### src/rtl/rst_ctl_pkg.sv
package rst_ctl_pkg;

   localparam int CAUSE_W = 3;

   typedef enum logic [CAUSE_W-1:0] {
      CAUSE_POR = 3'b001,
      CAUSE_PIN = 3'b010,
      CAUSE_WDT = 3'b100
   } rst_cause_e;

endpackage

### src/rtl/rst_pin_sync.sv
module rst_pin_sync #(
   parameter int STAGES = 2
) (
   input  logic clk,
   input  logic por,
   input  logic d,
   output logic q
);

   if (STAGES < 0 || STAGES > 4) begin : g_bad_stages
      $error("rst_pin_sync: STAGES must lie in 0..4");
   end

   if (STAGES == 0) begin : g_bypass
      assign q = d;
   end else if (STAGES == 1) begin : g_single
      logic s_q;
      always_ff @(posedge clk or posedge por) begin
         if (por) s_q <= 1'b0;
         else     s_q <= d;
      end
      assign q = s_q;
   end else begin : g_chain
      logic [STAGES-1:0] sh_q;
      always_ff @(posedge clk or posedge por) begin
         if (por) sh_q <= '0;
         else     sh_q <= {sh_q[STAGES-2:0], d};
      end
      assign q = sh_q[STAGES-1];
   end

endmodule

### src/rtl/rst_src_merge.sv
module rst_src_merge
   import rst_ctl_pkg::*;
(
   input  logic       clk,
   input  logic       por,
   input  logic       pin_low,
   input  logic       wdt_timeout,
   input  logic       wdt_en,
   output logic       src_act,
   output rst_cause_e cause
);

   logic wdt_hit;

   assign wdt_hit = wdt_timeout & wdt_en;
   assign src_act = pin_low | wdt_hit;

   // The pin takes priority when both sources are seen on the same edge.
   always_ff @(posedge clk or posedge por) begin
      if (por)          cause <= CAUSE_POR;
      else if (pin_low) cause <= CAUSE_PIN;
      else if (wdt_hit) cause <= CAUSE_WDT;
   end

   AST_WDT_MASKED: assert property (@(posedge clk) disable iff (por)
      (!wdt_en && !pin_low) |=> $stable(cause));

   AST_CAUSE_ONEHOT: assert property (@(posedge clk) disable iff (por)
      $onehot(cause));

   AST_PIN_WINS: assert property (@(posedge clk) disable iff (por)
      pin_low |=> (cause == CAUSE_PIN));

endmodule

### src/rtl/rst_hold_timer.sv
module rst_hold_timer #(
   parameter int HOLD_CYCLES = 72000
) (
   input  logic clk,
   input  logic por,
   input  logic src_act,
   output logic hold
);

   localparam int CNT_W = $clog2(HOLD_CYCLES);
   localparam logic [CNT_W-1:0] LAST = CNT_W'(HOLD_CYCLES - 1);

   if (HOLD_CYCLES < 2) begin : g_bad_hold
      $error("rst_hold_timer: HOLD_CYCLES must be at least 2");
   end

   logic [CNT_W-1:0] cnt_q;

   always_ff @(posedge clk or posedge por) begin
      if (por) begin
         hold  <= 1'b1;
         cnt_q <= '0;
      end else if (src_act) begin
         hold  <= 1'b1;
         cnt_q <= '0;
      end else if (hold) begin
         if (cnt_q == LAST) begin
            hold  <= 1'b0;
            cnt_q <= '0;
         end else begin
            cnt_q <= cnt_q + 1'b1;
         end
      end
   end

   AST_SRC_RESTART: assert property (@(posedge clk) disable iff (por)
      src_act |=> (hold && cnt_q == '0));

   AST_HOLD_KEEPS: assert property (@(posedge clk) disable iff (por)
      (hold && !src_act && cnt_q != LAST) |=> hold);

   AST_HOLD_ENDS: assert property (@(posedge clk) disable iff (por)
      (hold && !src_act && cnt_q == LAST) |=> !hold);

   AST_CNT_RANGE: assert property (@(posedge clk) disable iff (por)
      cnt_q <= LAST);

endmodule

### src/rtl/rst_force_mux.sv
module rst_force_mux #(
   parameter int   PC_W         = 10,
   parameter int   PORT_W       = 8,
   parameter int   NUM_PORTS    = 2,
   parameter logic DIR_IN_LEVEL = 1'b1
) (
   input  logic                        force_en,
   input  logic [PC_W-1:0]             pc_in,
   input  logic [NUM_PORTS*PORT_W-1:0] dir_in,
   output logic [PC_W-1:0]             pc_out,
   output logic [NUM_PORTS*PORT_W-1:0] dir_out
);

   if (PC_W < 1 || PORT_W < 1 || NUM_PORTS < 1) begin : g_bad_width
      $error("rst_force_mux: widths and port count must be positive");
   end

   assign pc_out = force_en ? '0 : pc_in;

   for (genvar p = 0; p < NUM_PORTS; p++) begin : g_port
      assign dir_out[p*PORT_W +: PORT_W] =
         force_en ? {PORT_W{DIR_IN_LEVEL}} : dir_in[p*PORT_W +: PORT_W];
   end

endmodule

### src/rtl/rst_startup_ctl.sv
module rst_startup_ctl
   import rst_ctl_pkg::*;
#(
   parameter int HOLD_CYCLES = 72000,
   parameter int SYNC_STAGES = 2,
   parameter int PC_W        = 10,
   parameter int PORT_W      = 8,
   parameter int NUM_PORTS   = 2
) (
   input  logic                        clk,
   input  logic                        por,
   input  logic                        rst_pin_n,
   input  logic                        wdt_timeout,
   input  logic                        wdt_en,
   input  logic                        osc_stop,
   input  logic [PC_W-1:0]             pc_in,
   input  logic [NUM_PORTS*PORT_W-1:0] dir_in,
   output logic                        sys_rst,
   output logic                        osc_run,
   output logic [PC_W-1:0]             pc_out,
   output logic [NUM_PORTS*PORT_W-1:0] dir_out,
   output logic [CAUSE_W-1:0]          cause
);

   logic       pin_low;
   logic       src_act;
   rst_cause_e cause_e;

   rst_pin_sync #(.STAGES(SYNC_STAGES)) u_sync (
      .clk (clk),
      .por (por),
      .d   (~rst_pin_n),
      .q   (pin_low)
   );

   rst_src_merge u_merge (
      .clk         (clk),
      .por         (por),
      .pin_low     (pin_low),
      .wdt_timeout (wdt_timeout),
      .wdt_en      (wdt_en),
      .src_act     (src_act),
      .cause       (cause_e)
   );

   rst_hold_timer #(.HOLD_CYCLES(HOLD_CYCLES)) u_timer (
      .clk     (clk),
      .por     (por),
      .src_act (src_act),
      .hold    (sys_rst)
   );

   rst_force_mux #(
      .PC_W         (PC_W),
      .PORT_W       (PORT_W),
      .NUM_PORTS    (NUM_PORTS),
      .DIR_IN_LEVEL (1'b1)
   ) u_force (
      .force_en (sys_rst),
      .pc_in    (pc_in),
      .dir_in   (dir_in),
      .pc_out   (pc_out),
      .dir_out  (dir_out)
   );

   assign cause   = cause_e;
   assign osc_run = sys_rst | ~osc_stop;

   AST_PC_FORCED: assert property (@(posedge clk) disable iff (por)
      sys_rst |-> (pc_out == '0));

   AST_DIR_FORCED: assert property (@(posedge clk) disable iff (por)
      sys_rst |-> (&dir_out));

   AST_OSC_ON: assert property (@(posedge clk) disable iff (por)
      sys_rst |-> osc_run);

   AST_WDT_RESETS: assert property (@(posedge clk) disable iff (por)
      (wdt_timeout && wdt_en) |=> sys_rst);

endmodule

### config.mk
export PLATFORM = sky130hd
export DESIGN_NAME = rst_startup_ctl
export DESIGN_NICKNAME = d
export VERILOG_FILES = /design/src/rtl/rst_ctl_pkg.sv /design/src/rtl/rst_pin_sync.sv /design/src/rtl/rst_src_merge.sv /design/src/rtl/rst_hold_timer.sv /design/src/rtl/rst_force_mux.sv /design/src/rtl/rst_startup_ctl.sv
export SDC_FILE = /design/constraint.sdc
export NUM_CORES = 1
export LEC_CHECK = 0
export BUFFER_PORTS_ARGS = -buffer_cell sky130_fd_sc_hd__buf_2
export CAP_MARGIN = 20
export CORE_MARGIN = 3
export CORE_UTILIZATION = 50
export CTS_CLUSTER_DIAMETER = 80
export DETAILED_ROUTE_END_ITERATION = 6
export PLACE_DENSITY_LB_ADDON = 0.15
export SETUP_SLACK_MARGIN = 0.4
export SLEW_MARGIN = 20
export SYNTH_ARGS = -nofsm -noshare
export SYNTH_HDL_FRONTEND = slang
export SYNTH_SLANG_ARGS = --single-unit
### constraint.sdc
create_clock -name clk -period 5 [get_ports clk]
set_input_delay 1 -clock clk [delete_from_list [all_inputs] [get_ports clk]]
set_output_delay 1 -clock clk [all_outputs]
set_load 0.02 [all_outputs]
# Yosys cells after proc, flatten, opt, wreduce, memory -nomap -nowiden
# Index checks and enable logic that the tools add are counted.
[classes]
add_sub_neg = 1
n_eq_ne = 1
mux = 11
bitwise = 5
n_reduce_logical = 2
[op_table]
columns = ["cell", "count"]
rows = [
  ["17-bit 2-to-1 mux", 3],
  ["17-bit by 1-bit adder with 17-bit output, second input constant", 1],
  ["17-bit == test, second input constant", 1],
  ["8-bit 2-to-1 mux", 2],
  ["10-bit 2-to-1 mux", 1],
  ["3-bit 2-to-1 mux", 2],
  ["2-bit nonzero test", 2],
  ["1-bit 2-to-1 mux", 3],
  ["1-bit NOT", 2],
  ["1-bit bitwise OR", 2],
  ["1-bit AND", 1],
]
[totals]
reg_bits = 23
inputBits = 32
output_inout_bits = 31
wordCells = 24

# Longest topological paths before layout
[logic_depth]
ltp_word = 4
ltp_mapped = 7
ltp_nobuf = 6

# Hierarchy
# A second synthesis with hierarchy kept.
[hier_totals]
hier_cells = 161
hier_area_um2 = 1436.4
[by_module_without_submodules]
columns = ["mod", "n_inst", "cells_per_inst", "area_each_um2", "seq_area_each_um2"]
rows = [
  ["rst_hold_timer", 1, 117, 1062.3, 451.7],
  ["rst_force_mux", 1, 28, 192.7, 0.0],
  ["rst_src_merge", 1, 11, 117.6, 76.3],
  ["rst_pin_sync", 1, 3, 53.8, 50.0],
  ["rst_startup_ctl", 1, 2, 10.0, 0.0],
]

# Worst setup path after synthesis
# No wires, ideal clock.
[synth_timing]
kind = "input-to-output"
start = "input port pc_in[0]"
end = "output port pc_out[0]"
arrival_time_ns = 1.327
slack_ns = 2.673
path_stages = 1
n_path_buf = 0
cell_sequence = "nor2b_1"
[synth_between]
elab_chain_cells = 1
[synth_lines]
columns = ["item", "line_no", "source"]
rows = [
  ["start: declaration", "rst_startup_ctl.sv:16", "input logic [PC_W-1:0] pc_in,"],
  ["10-bit 2-to-1 mux", "rst_force_mux.sv:18", "assign pc_out = force_en ? '0 : pc_in;"],
  ["end: declaration", "rst_startup_ctl.sv:20", "output logic [PC_W-1:0] pc_out,"],
]
# Every way passes these cells.

# Worst setup path in the final report
[layout_timing]
start = "register u_timer.hold"
end = "output port dir_out[12]"
[layout_between]
elab_chain_cells = 1
[layout_lines]
columns = ["item", "line_no", "source"]
rows = [
  ["start: declaration", "rst_hold_timer.sv:7", "output logic hold"],
  ["start signal: assignment", "rst_hold_timer.sv:21", "hold <= 1'b1;"],
  ["start signal: assignment", "rst_hold_timer.sv:24", "hold <= 1'b1;"],
  ["start signal: assignment", "rst_hold_timer.sv:28", "hold <= 1'b0;"],
  ["8-bit 2-to-1 mux", "rst_force_mux.sv:22", "force_en ? {PORT_W{DIR_IN_LEVEL}} : dir_in[p*PORT_W +: PORT_W];"],
  ["end: declaration", "rst_startup_ctl.sv:21", "output logic [NUM_PORTS*PORT_W-1:0] dir_out,"],
]
# Every way passes these cells.

==> results.cfg <==
[status]
status = finished clean

[sta]
drv_slew = 0
worst_slack_ns = 2.46
hold_violations = 0
finalCritPeriodShare = 0.509
setup-violations-final = 0
fmax_mhz = 393
finalHoldWorstSlack_ns = 0.382
fin_tns_setup_ns = 0
min_period_ns = 2.54
tightest_slew_ns = 0.866
skew_ns = 0.00305
rsz0062_at_grt = no
slew_headroom = 0.420

[grt]
grt_pass1_vias = 1230
grt_first_pass_wirelength_um = 5190
grt.overflow.total = 0
antenna_found_initial = 0
grt_start_max_net_pins = 37
track_usage = 0.193

[routing]
postRouteAntennaNets = 0
drt_iter0_markers = 38
avgRoutedWirePerCell_um = 13.5
drt-vias-per-instance = 5.35
via_count = 1317
drt-total-wl_um = 3320
drt_first_pass_iters = 4
drc = 0

[finish]
final_cells = 246
drive_above_1_share = 0.421
fin_nets = 250
nFillCells = 209
diodes = 0
fin_util = 0.673
synthToLayoutAreaGrowth_pct = 25.6

[die]
die_h_um = 58.2
ios = 63
core_um2 = 2540
rows = 18
dieArea_um2 = 3390
start_util = 0.535
fp.dieW_um = 58.2

[place]
dp.cells = 242
dp_slack_ns = 2.41
io_buffers = 62
place_congestion = 0.874
dp_hpwl_um = 2490

[clocking]
clk_pin_slew_ns = 0.13
cts_tree = done
cts_hold_buf = 0
cts_buffer_depth = 2
post_cts_buffers = 0
root_buffer = clkbuf_4
htreeDepth = 1
cts_resized = 0
cts_inserted_buffers = 3
clk_latency_ns = 0.32
clock_sinks = 23

[run]
maxCapViolations = 0

[power_and_ir_drop]
power.density_nw_per_um2 = 182
power_leakage_nw = 0.759
peakVddDrop_mv = 0.196

[synth]
synthMuxAreaShare = 0.0303
synth_area_um2 = 1360
synth_top_family_by_area = simple AND/OR/NAND/NOR gates
ys_types = 39
synth_common_cells = dfrtp_1 (21), nand2_1 (17), or2_2 (17), nand3_1 (13), a21oi_1 (11)
synth_edf_count = 0
synth_most_common_cell = dfrtp_1
synthTopCellsByArea = dfrtp_1 (39%), or2_2 (7.8%), nand3_1 (4.8%)
synthArstFlopShare = 1.00
synthCells = 157
yosys_warnings = 0
yosysSeqAreaShare = 0.424
avgSynthCellArea_um2 = 8.68
ys.flop_type = dfrtp_1
yosys.area.top_type = dfrtp_1
synth_xor_area_frac = 0.00643
synth-adder-area-share = 0.00918
synth_fp_nets = 190
synth_compound_area_frac = 0.0964
synth-seq-cells = 23
synthSimpleGateAreaFrac = 0.396
synth_top_cell_area_share = 0.386

[worst_setup_path]
crit_buf_inv = 1
worstPathCellList = or2_2 -> buf_2
start_kind = register
critPathKind = register to output port
crit_required_ns = 4.00
critPathArrivalTime_ns = 1.54
worstRegToRegCells = 5
cp.depth = 2
cp_max_fo = 36
cp-end-kind = output port
critPathSlowestCell = dfstp_2
critPathMaxStageDelay_ns = 0.86
crit_family = flip-flops

[worst_hold_path]
min_path_type = register to register
hold_depth = 0
==> path summary, 6_finish.rpt <==
| kind | from | endpoint | slack [ns] |
|---|---|---|---|
| worst max register to register | u_timer.cnt_q[7]$_DFFE_PP0P_ | u_timer.cnt_q[16]$_DFFE_PP0P_ | 2.78 |
| worst min register to register | u_sync.g_chain.sh_q[0]$_DFF_PP0_ | u_sync.g_chain.sh_q[1]$_DFF_PP0_ | 0.38 |
| worst max-delay path | u_timer.hold$_DFF_PP1_ | dir_out[12] | 2.46 |
| worst min-delay path | u_sync.g_chain.sh_q[0]$_DFF_PP0_ | u_sync.g_chain.sh_q[1]$_DFF_PP0_ | 0.38 |
| min in group asynchronous | por | u_timer.cnt_q[4]$_DFFE_PP0P_ | 0.83 |
| max in group asynchronous | por | u_timer.cnt_q[8]$_DFFE_PP0P_ | 3.65 |
==> where the power goes <==
part / internal (mW) / total [mW] / switching [mW]
Combinational: 0.0144 / 0.0296 / 0.0152
Sequential: 0.189 / 0.192 / 0.00261
Clock: 0.0306 / 0.0894 / 0.0588
==> placed cells by master, fill, tap and decap left out, types with 2 or more instances in the layout <==
| master | synthesis | routed |
|---|---|---|
| dfstp_2 | 2 | 2 |
| or2_2 | 17 | 17 |
| nor3_1 | 4 | 4 |
| or3_1 | 3 | 3 |
| nand3_1 | 13 | 13 |
| nor4_1 | 3 | 3 |
| nor2_1 | 6 | 6 |
| buf_2 | 1 | 62 |
| clkbuf_4 | 0 | 3 |
| nor2b_1 | 10 | 10 |
| nand3b_1 | 2 | 2 |
| nand4_1 | 6 | 6 |
| and2_1 | 2 | 2 |
| nand2b_1 | 3 | 3 |
| nand2_1 | 17 | 17 |
| a21oi_1 | 11 | 11 |
| and3_1 | 3 | 3 |
| inv_1 | 6 | 6 |
| dfrtp_1 | 21 | 21 |
| mux2i_1 | 3 | 3 |
==> sequential cells by signal, summed over array words and instances, names as in the netlist <==
signal and flops:
u_timer.cnt_q 17, u_timer.hold 1, u_merge.cause 3, u_sync.g_chain.sh_q 2
==> per-layer routing <==
metal	vias to the layer above	track usage	share of wire
met3	2	0.0423	0.052
met1	614	0.217	0.40
met5	-	0	0
met2	33	0.369	0.54
li1	668	-	-
met4	0	0.0397	0.0042
==> kinds of logic (layout without fill, tap and decap cells) <==
group / count (synthesis) / after routing
compound gates: 21 / 21
xor+xnor: 1 / 1
fa+ha+maj: 1 / 1
buf+inv: 13 / 72
flops: 23 / 23
mux: 4 / 4
simple gates: 94 / 94
==> final cells by class <==
cell class                      count  area, µm²  area share
Multi-Input combinational cell    121        733       0.428
Sequential cell                    23        578       0.338
Timing Repair Buffer               62        310       0.181
Tap cell                           30       37.5      0.0219
Clock buffer                        3       22.5      0.0132
Inverter                            6       22.5      0.0132
Clock inverter                      1       7.51     0.00439
==> metrics by stage <==
step | total power [mW] | area [µm²]
after detailed placement | 0.225 | 1680
after floorplan | 0.210 | 1360
after global placement | 0.224 | 1680
after global routing | 0.322 | 1710
after CTS | 0.312 | 1710
final | 0.311 | 1710
Note: power is estimated with default switching activity, not from simulation.
